===== config.mk =====
export PLATFORM = sky130hd
export DESIGN_NAME = i2c_ackstop_seq
export DESIGN_NICKNAME = d
export VERILOG_FILES = /design/src/rtl/i2c_ackstop_seq.sv
export SDC_FILE = /design/constraint.sdc
export NUM_CORES = 1
export LEC_CHECK = 0
export BUFFER_PORTS_ARGS = -buffer_cell sky130_fd_sc_hd__clkbuf_2
export CAP_MARGIN = 20
export CORE_UTILIZATION = 35
export CTS_CLUSTER_SIZE = 8
export DETAILED_ROUTE_END_ITERATION = 12
export PLACE_DENSITY = 0.6
export REMOVE_ABC_BUFFERS = 1
export SLEW_MARGIN = 30
export SYNTH_ARGS = -nofsm -noshare
export SYNTH_HDL_FRONTEND = slang
export SYNTH_SLANG_ARGS = --single-unit

===== constraint.sdc =====
create_clock -name clk -period 4.4 [get_ports clk]
set_clock_uncertainty 0.1 [all_clocks]
set_input_delay 0.66 -clock clk [delete_from_list [all_inputs] [get_ports clk]]
set_output_delay 0.66 -clock clk [all_outputs]
set_load 0.1 [all_outputs]

===== src/rtl/i2c_ackstop_seq.sv =====
module i2c_ackstop_seq #(
  parameter int RELOAD = 3
) (
  input  logic clk,
  input  logic rst_n,
  input  logic ack_req,
  input  logic ack_bit,
  input  logic stop_req,
  input  logic buf_wr,
  input  logic irq_clr,
  input  logic wcol_clr,
  input  logic scl_in,
  input  logic sda_in,
  output logic scl_pull,
  output logic sda_pull,
  output logic busy,
  output logic ack_en,
  output logic stop_en,
  output logic irq,
  output logic stop_seen,
  output logic wcol,
  output logic buf_load
);
  localparam int CW = (RELOAD < 2) ? 1 : $clog2(RELOAD + 1);
  localparam logic [CW-1:0] LOAD = CW'(RELOAD);

  typedef enum logic [3:0] {
    IDLE, A_LOW, A_WAIT, A_HIGH, S_SDA, S_CNT1, S_WSCL, S_CNT2, S_WSDA, S_CNT3
  } st_t;

  st_t st;
  logic [CW-1:0] cnt;
  logic [1:0] scl_q, sda_q;
  logic ackb, hold;

  wire scl_s = scl_q[1];
  wire sda_s = sda_q[1];
  wire tmo   = (cnt == '0);

  always_ff @(posedge clk or negedge rst_n)
    if (!rst_n) begin
      scl_q <= 2'b11;
      sda_q <= 2'b11;
    end else begin
      scl_q <= {scl_q[0], scl_in};
      sda_q <= {sda_q[0], sda_in};
    end

  always_ff @(posedge clk or negedge rst_n)
    if (!rst_n) begin
      st        <= IDLE;
      cnt       <= '0;
      ackb      <= 1'b1;
      hold      <= 1'b0;
      ack_en    <= 1'b0;
      stop_en   <= 1'b0;
      irq       <= 1'b0;
      stop_seen <= 1'b0;
      wcol      <= 1'b0;
    end else begin
      if (irq_clr)  irq  <= 1'b0;
      if (wcol_clr) wcol <= 1'b0;
      if (buf_wr && busy) wcol <= 1'b1;
      case (st)
        IDLE:
          if (ack_req) begin
            st <= A_LOW; cnt <= LOAD; ackb <= ack_bit;
            ack_en <= 1'b1; stop_seen <= 1'b0; hold <= 1'b0;
          end else if (stop_req && !scl_s) begin
            st <= S_SDA; stop_en <= 1'b1; stop_seen <= 1'b0;
          end
        A_LOW:
          if (tmo) st <= A_WAIT;
          else     cnt <= cnt - 1'b1;
        A_WAIT:
          if (scl_s) begin st <= A_HIGH; cnt <= LOAD; end
        A_HIGH:
          if (tmo) begin
            st <= IDLE; ack_en <= 1'b0; irq <= 1'b1; hold <= 1'b1;
          end else cnt <= cnt - 1'b1;
        S_SDA:
          if (!sda_s) begin st <= S_CNT1; cnt <= LOAD; end
        S_CNT1:
          if (tmo) begin st <= S_WSCL; hold <= 1'b0; end
          else     cnt <= cnt - 1'b1;
        S_WSCL:
          if (scl_s) begin st <= S_CNT2; cnt <= LOAD; end
        S_CNT2:
          if (tmo) st <= S_WSDA;
          else     cnt <= cnt - 1'b1;
        S_WSDA:
          if (sda_s && scl_s) begin
            st <= S_CNT3; cnt <= LOAD; stop_seen <= 1'b1;
          end
        S_CNT3:
          if (tmo) begin st <= IDLE; stop_en <= 1'b0; irq <= 1'b1; end
          else     cnt <= cnt - 1'b1;
        default: st <= IDLE;
      endcase
    end

  assign busy     = (st != IDLE);
  assign buf_load = buf_wr && !busy;
  assign scl_pull = hold || (st inside {A_LOW, S_SDA, S_CNT1});
  assign sda_pull = ((st inside {A_LOW, A_WAIT, A_HIGH}) && !ackb) ||
                    (st inside {S_SDA, S_CNT1, S_WSCL, S_CNT2});
endmodule


==> impl_metrics.json, run 1 <==
{
  "outcome": "completed",
  "cp_cell_sequence": "nor4_4 > and2_1 > clkbuf_2",
  "synth_xor_area_frac": 0.0303,
  "area_growth_pct": 13.3,
  "synth-simple-area-share": 0.185,
  "io_buffers": 18,
  "worst_pin_slew_ns": 0.596,
  "synth_area_um2": 866,
  "drive_above_1_share": 0.290,
  "rows": 17,
  "io_pins": 19,
  "tns_ns": 0,
  "synth_compound_area_frac": 0.166,
  "grt_pass1_vias": 656,
  "synth.distinct_cells": 35,
  "drc": 0,
  "crit_start": "st[3]",
  "fmax_ghz": 0.380,
  "grt_pass1_wl_mm": 2.79,
  "die_h_um": 51.7,
  "die_w_um": 51.7,
  "period_share": 0.598,
  "nets": 119,
  "dp_hpwl_mm": 1.18,
  "path_class": "flip-flop to output port",
  "first_pass_iters": 5,
  "fin_crit_ns": 2.63,
  "clkTransAtPathRegs_ns": 0.09,
  "finalHoldViolations": 0,
  "cts_tree": "yes",
  "endpoint_kind": "output port",
  "slew_headroom": 0.602,
  "overflow": 0,
  "synth_seq_area_share": 0.499,
  "gp_congestion": 0.747,
  "vias_per_cell": 5.01,
  "avgSynthCellArea_um2": 9.62,
  "synthMuxAreaShare": 0.0246,
  "rsz0062_at_grt": "false",
  "vias": 676,
  "cts_made_buffers": 3,
  "grt_max_degree": 18,
  "clock-root-buffer": "clkbuf_4",
  "start_kind": "flip-flop",
  "slew_viol_final": 0,
  "synth_enable_flop_cells": 0,
  "synthAdderAreaFrac": 0.0145,
  "synthArstFlopShare": 1.00,
  "critPathSlowestCell": "dfrtp_1",
  "h-tree-depth": 1,
  "final_area_um2": 981,
  "setup_violations": 0,
  "synth_top_family_by_area": "simple AND/OR/NAND/NOR gates",
  "diodes": 0,
  "initial_core_util": 0.380,
  "worst-path-buf-inv": 1,
  "antenna_found_initial": 0,
  "cts_setup_buffers": 0,
  "syn_inst": 90,
  "final_util": 0.431,
  "cpPeakStageDelay_ns": 0.61,
  "worstPathRequired_ns": 3.64,
  "ctsLongestPathBuffers": 2,
  "postPlaceCellArea_um2": 955,
  "ys_seq_elements": 17,
  "r2r_start": "st[3]",
  "cp_max_fo": 17,
  "postCtsResizedCells": 0,
  "dieArea_mm2": 0.00268,
  "ctsHoldBuffers": 0,
  "detail-route-antenna-nets": 0,
  "grtUsageTotal": 0.146,
  "worstHoldPathType": "input port to asynchronous set/reset pin",
  "fill_cells": 219,
  "insertion_delay_ns": 0.28,
  "arrival_ns": 1.87,
  "dr.first_iter.drc_count": 11,
  "ys_warn_count": 0,
  "core-area_mm2": 0.00228,
  "wl_mm": 1.55,
  "wl_per_cell_um": 11.5,
  "synth_ff_type": "dfrtp_1",
  "cpLargestDelayFamily": "flip-flops",
  "drv_cap": 0,
  "clock-sinks": 17
}
-- state kept, by name, summed over array words and instances, names as in the netlist --
| name | flops |
|---|---|
| st | 4 |
| cnt | 2 |
| stop_en | 1 |
| scl_q | 2 |
| hold | 1 |
| ackb | 1 |
| irq | 1 |
| wcol | 1 |
| sda_q | 2 |
| stop_seen | 1 |
| ack_en | 1 |
-- worst register-to-register path, stage by stage, from the launching register on --
cell	delay (ns)
dfrtp_1	0.73
o21ai_0	0.24
nand3b_1	0.22
mux2i_1	0.21
o21bai_1	0.13
-- final cells by class --
cell class,count,area [um2],share of cell area
Sequential cell,17,432,0.440
Multi-Input combinational cell,59,364,0.371
Timing Repair Buffer,18,90.1,0.0918
Tap cell,28,35.0,0.0357
Inverter,9,33.8,0.0344
Clock buffer,4,26.3,0.0268
-- Yosys cell counts (2+ instances only) --
cell,number,share of area
o21ai_1,2,0.012
a21oi_1,3,0.017
nand2_1,9,0.039
dfrtp_1,12,0.35
dfstp_2,5,0.15
inv_1,9,0.039
o21ai_0,9,0.052
nor2_1,10,0.043
buf_2,2,0.012
buf_4,2,0.017
nand3_1,2,0.012
xnor2_1,2,0.020
-- metrics by stage --
| stage | hold slack [ns] | cells | setup WS (ns) |
|---|---|---|---|
| final | 0.187 | 135 | 1.77 |
| after global routing | 0.199 | 135 | 1.64 |
| after CTS | 0.194 | 135 | 1.76 |
| after detailed placement | 0.247 | 131 | 2.09 |
| after global placement | 0.246 | 131 | 2.12 |
| after floorplan | 0.245 | 85 | 0.782 |
-- placed cells by master (no fill, tap or decap), drive strengths merged, types with 2 or more instances in the layout --
master  netlist  final
clkbuf        0     22
dfrtp        12     12
o21ai        11     11
nor2         10     10
inv           9      9
nand2         9      9
dfstp         5      5
a21oi         3      3
xnor2         2      2
nand3         2      2
a31oi         2      2
-- final timing paths --
kind | end | slack (ns) | depth (start not counted)
setup / recovery | buf_load | 1.77 | 3
min in group clk | sda_q[1] | 0.26 | 0
hold / removal | irq | 0.19 | 1
setup reg to reg | cnt[1] | 2.70 | 4
hold reg to reg | sda_q[1] | 0.26 | 0
max in group asynchronous | ackb | 3.68 | 1
-- metal layers --
metal | global-route usage | part of all wire | vias up
met5 | 0 | 0 | -
met2 | 0.232 | 0.52 | 10
met4 | 0.0856 | 0.0090 | 0
li1 | - | - | 338
met3 | 0.0351 | 0.028 | 2
met1 | 0.178 | 0.44 | 326
-- logic make-up (layout without fill, tap and decap cells) --
family / after synthesis / count (layout)
xor gates and xnor gates: 3 / 3
and+or+nand+nor: 30 / 30
AOI/OAI and AO/OA: 23 / 23
buffers and inverters: 14 / 31
DFF: 17 / 17
muxes: 2 / 2
adders and majority gates: 1 / 1
Power of run 1 is not shown: default switching activity piles up to over one toggle a cycle in this logic, so the estimate is an artifact.
==> inputs of run 2 (changes only) <==
- ABC_AREA: default -> 1
- PLACE_DENSITY: 0.6 -> 0.61
- clock period: 4.4 -> 2.1 ns (I/O delays scaled with it)
==> run 2 against run 1 <==
  * Final cell count up 30%
  * Final area up 20%
  * Setup slack worse by 1.7 ns
  * Synthesized area up 12%
  * Worst hold slack worse by 0.094 ns
  * Register-to-register slack worse by 2.2 ns
  * Routed wire length up 40%
  * Critical path type unchanged
  * Critical endpoint is now busy
  * Largest cell class is now multi-input combinational cells
==> impl_metrics.json, run 2 <==
{
  "layout_commonest_cell": "nand2_1",
  "core-area_mm2": 0.00254,
  "min_from": "ack_bit",
  "dr.first_iter.drc_count": 15,
  "start_kind": "flip-flop",
  "antenna_found_initial": 0,
  "worstHoldPathType": "input port to flip-flop",
  "synth_top_area_frac": 0.309,
  "largest_reg_flops": 4,
  "io_buffers": 18,
  "slew_viol_final": 0,
  "post_synth_main_area_contributors": "dfrtp_1, dfstp_2, nand2_1",
  "fmax_ghz": 0.499,
  "ys_seq_elements": 17,
  "grt_pass1_wl_mm": 3.77,
  "worstReg2RegEnd": "st[3]",
  "area_growth_pct": 20.9,
  "netlist_top_cells_count": "nand2_1, inv_1, nand3_1",
  "avgSynthCellArea_um2": 7.89,
  "setup_violations": 0,
  "die_h_um": 54.7,
  "critPathSlowestCell": "dfrtp_1",
  "wl_mm": 2.17,
  "synthArstFlopShare": 1.00,
  "vias_per_cell": 5.03,
  "r2r_start": "cnt[0]",
  "nets": 158,
  "min_to": "ackb",
  "drive_above_1_share": 0.329,
  "ctsLongestPathBuffers": 2,
  "clkTransAtPathRegs_ns": 0.11,
  "grt_max_degree": 18,
  "rows": 18,
  "worstPathRequired_ns": 1.68,
  "grt_pass1_vias": 868,
  "cts_made_buffers": 3,
  "vias": 885,
  "synth_ff_type": "dfrtp_1",
  "tns_ns": 0,
  "synth.distinct_cells": 23,
  "crit_start": "st[0]",
  "grtUsageTotal": 0.184,
  "endpoint_kind": "output port",
  "reg2reg_slack_ns": 0.54,
  "dieArea_mm2": 0.00299,
  "fin_crit_ns": 2.00,
  "cp_cell_sequence": "nor2_4 > nand2_4 > clkbuf_2",
  "detail-route-antenna-nets": 0,
  "drc": 0,
  "cts_setup_buffers": 0,
  "first_pass_iters": 4,
  "drv_cap": 0,
  "cts_tree": "yes",
  "cp_max_fo": 8,
  "gp_congestion": 0.980,
  "outcome": "completed",
  "wl_per_cell_um": 12.3,
  "clock-sinks": 17,
  "arrival_ns": 1.59,
  "slew_headroom": 0.638,
  "worst_pin_slew_ns": 0.545,
  "h-tree-depth": 1,
  "overflow": 0,
  "clock-root-buffer": "clkbuf_4",
  "cpLargestDelayFamily": "flip-flops",
  "synth_top_area_cell": "dfrtp_1",
  "cpPeakStageDelay_ns": 0.56,
  "synth_area_um2": 971,
  "io_pins": 19,
  "layout_common_cells": "nand2_1, inv_1, clkbuf_2",
  "path_class": "flip-flop to output port",
  "synth_most_common_cell": "nand2_1",
  "largest-register": "st",
  "period_share": 0.954,
  "hold_ws_ns": 0.0937,
  "worst_slack_ns": 0.0966,
  "dpl_worst_slack_ns": 0.380,
  "whs_path_depth": 3,
  "syn_inst": 123,
  "diodes": 0,
  "ys_warn_count": 0,
  "initial_core_util": 0.382,
  "fill_cells": 237,
  "insertion_delay_ns": 0.30,
  "finalHoldViolations": 0,
  "ff2ff_path_depth": 9,
  "die_w_um": 54.7,
  "synth_enable_flop_cells": 0,
  "dp_hpwl_mm": 1.67,
  "synth_seq_area_share": 0.445,
  "worst-path-buf-inv": 1
}
run 2: final cells by class:
cell class,count,area [um2],share of cell area
Inverter,21,81.3,0.0693
Clock inverter,1,7.51,0.00640
Multi-Input combinational cell,83,439,0.374
Sequential cell,17,433,0.369
Clock buffer,3,22.5,0.0192
Tap cell,30,37.5,0.0320
Timing Repair Buffer,21,153,0.130
run 2: kinds of logic (layout without fill, tap and decap cells):
kind of cell,after synthesis,after routing,share of synthesized area
AOI/OAI and AO/OA,16,16,0.0876
adders and majority gates,1,1,0.0129
and+or+nand+nor,66,66,0.352
DFF,17,17,0.445
buffers and inverters,23,46,0.103
run 2: through the flow:
stage               utilization  area, um2  instances
detailed placement        0.437       1110        169
global placement          0.437       1110        169
floorplan                     -        952        121
global route              0.461       1170        176
finish                    0.461       1170        176
CTS                       0.461       1170        176
run 2: repair_timing:
action                                  in CTS  in global routing
hold buffers                                 3                  0
resized for setup                            0                  2
endpoints found under the setup margin       0                  2
hold endpoints to repair                    14                  0
run 2: how the worst max path moves through the flow:
stage	end	slack, ns	cells after the start
6_report	busy	0.1	3
5_1_grt	scl_pull	-0.0007	5
2_1_floorplan	sda_pull	-1.14	2
3_5_place_dp	scl_pull	0.38	4
4_1_cts	scl_pull	0.02	4
3_3_place_gp	scl_pull	0.43	4
run 2: tightest hold or removal path: cells and delay by family:
family | cells | cell delay (ns)
simple gates | 2 | 0.11
buf+inv | 1 | 0.08
run 2: layer usage:
layer	up-vias	GRT usage	part of all wire
met5	-	0	0
li1	435	-	-
met2	33	0.293	0.49
met3	4	0.0500	0.057
met4	0	0.0769	0.013
met1	413	0.232	0.44
Power of run 2 is left out for the same reason.
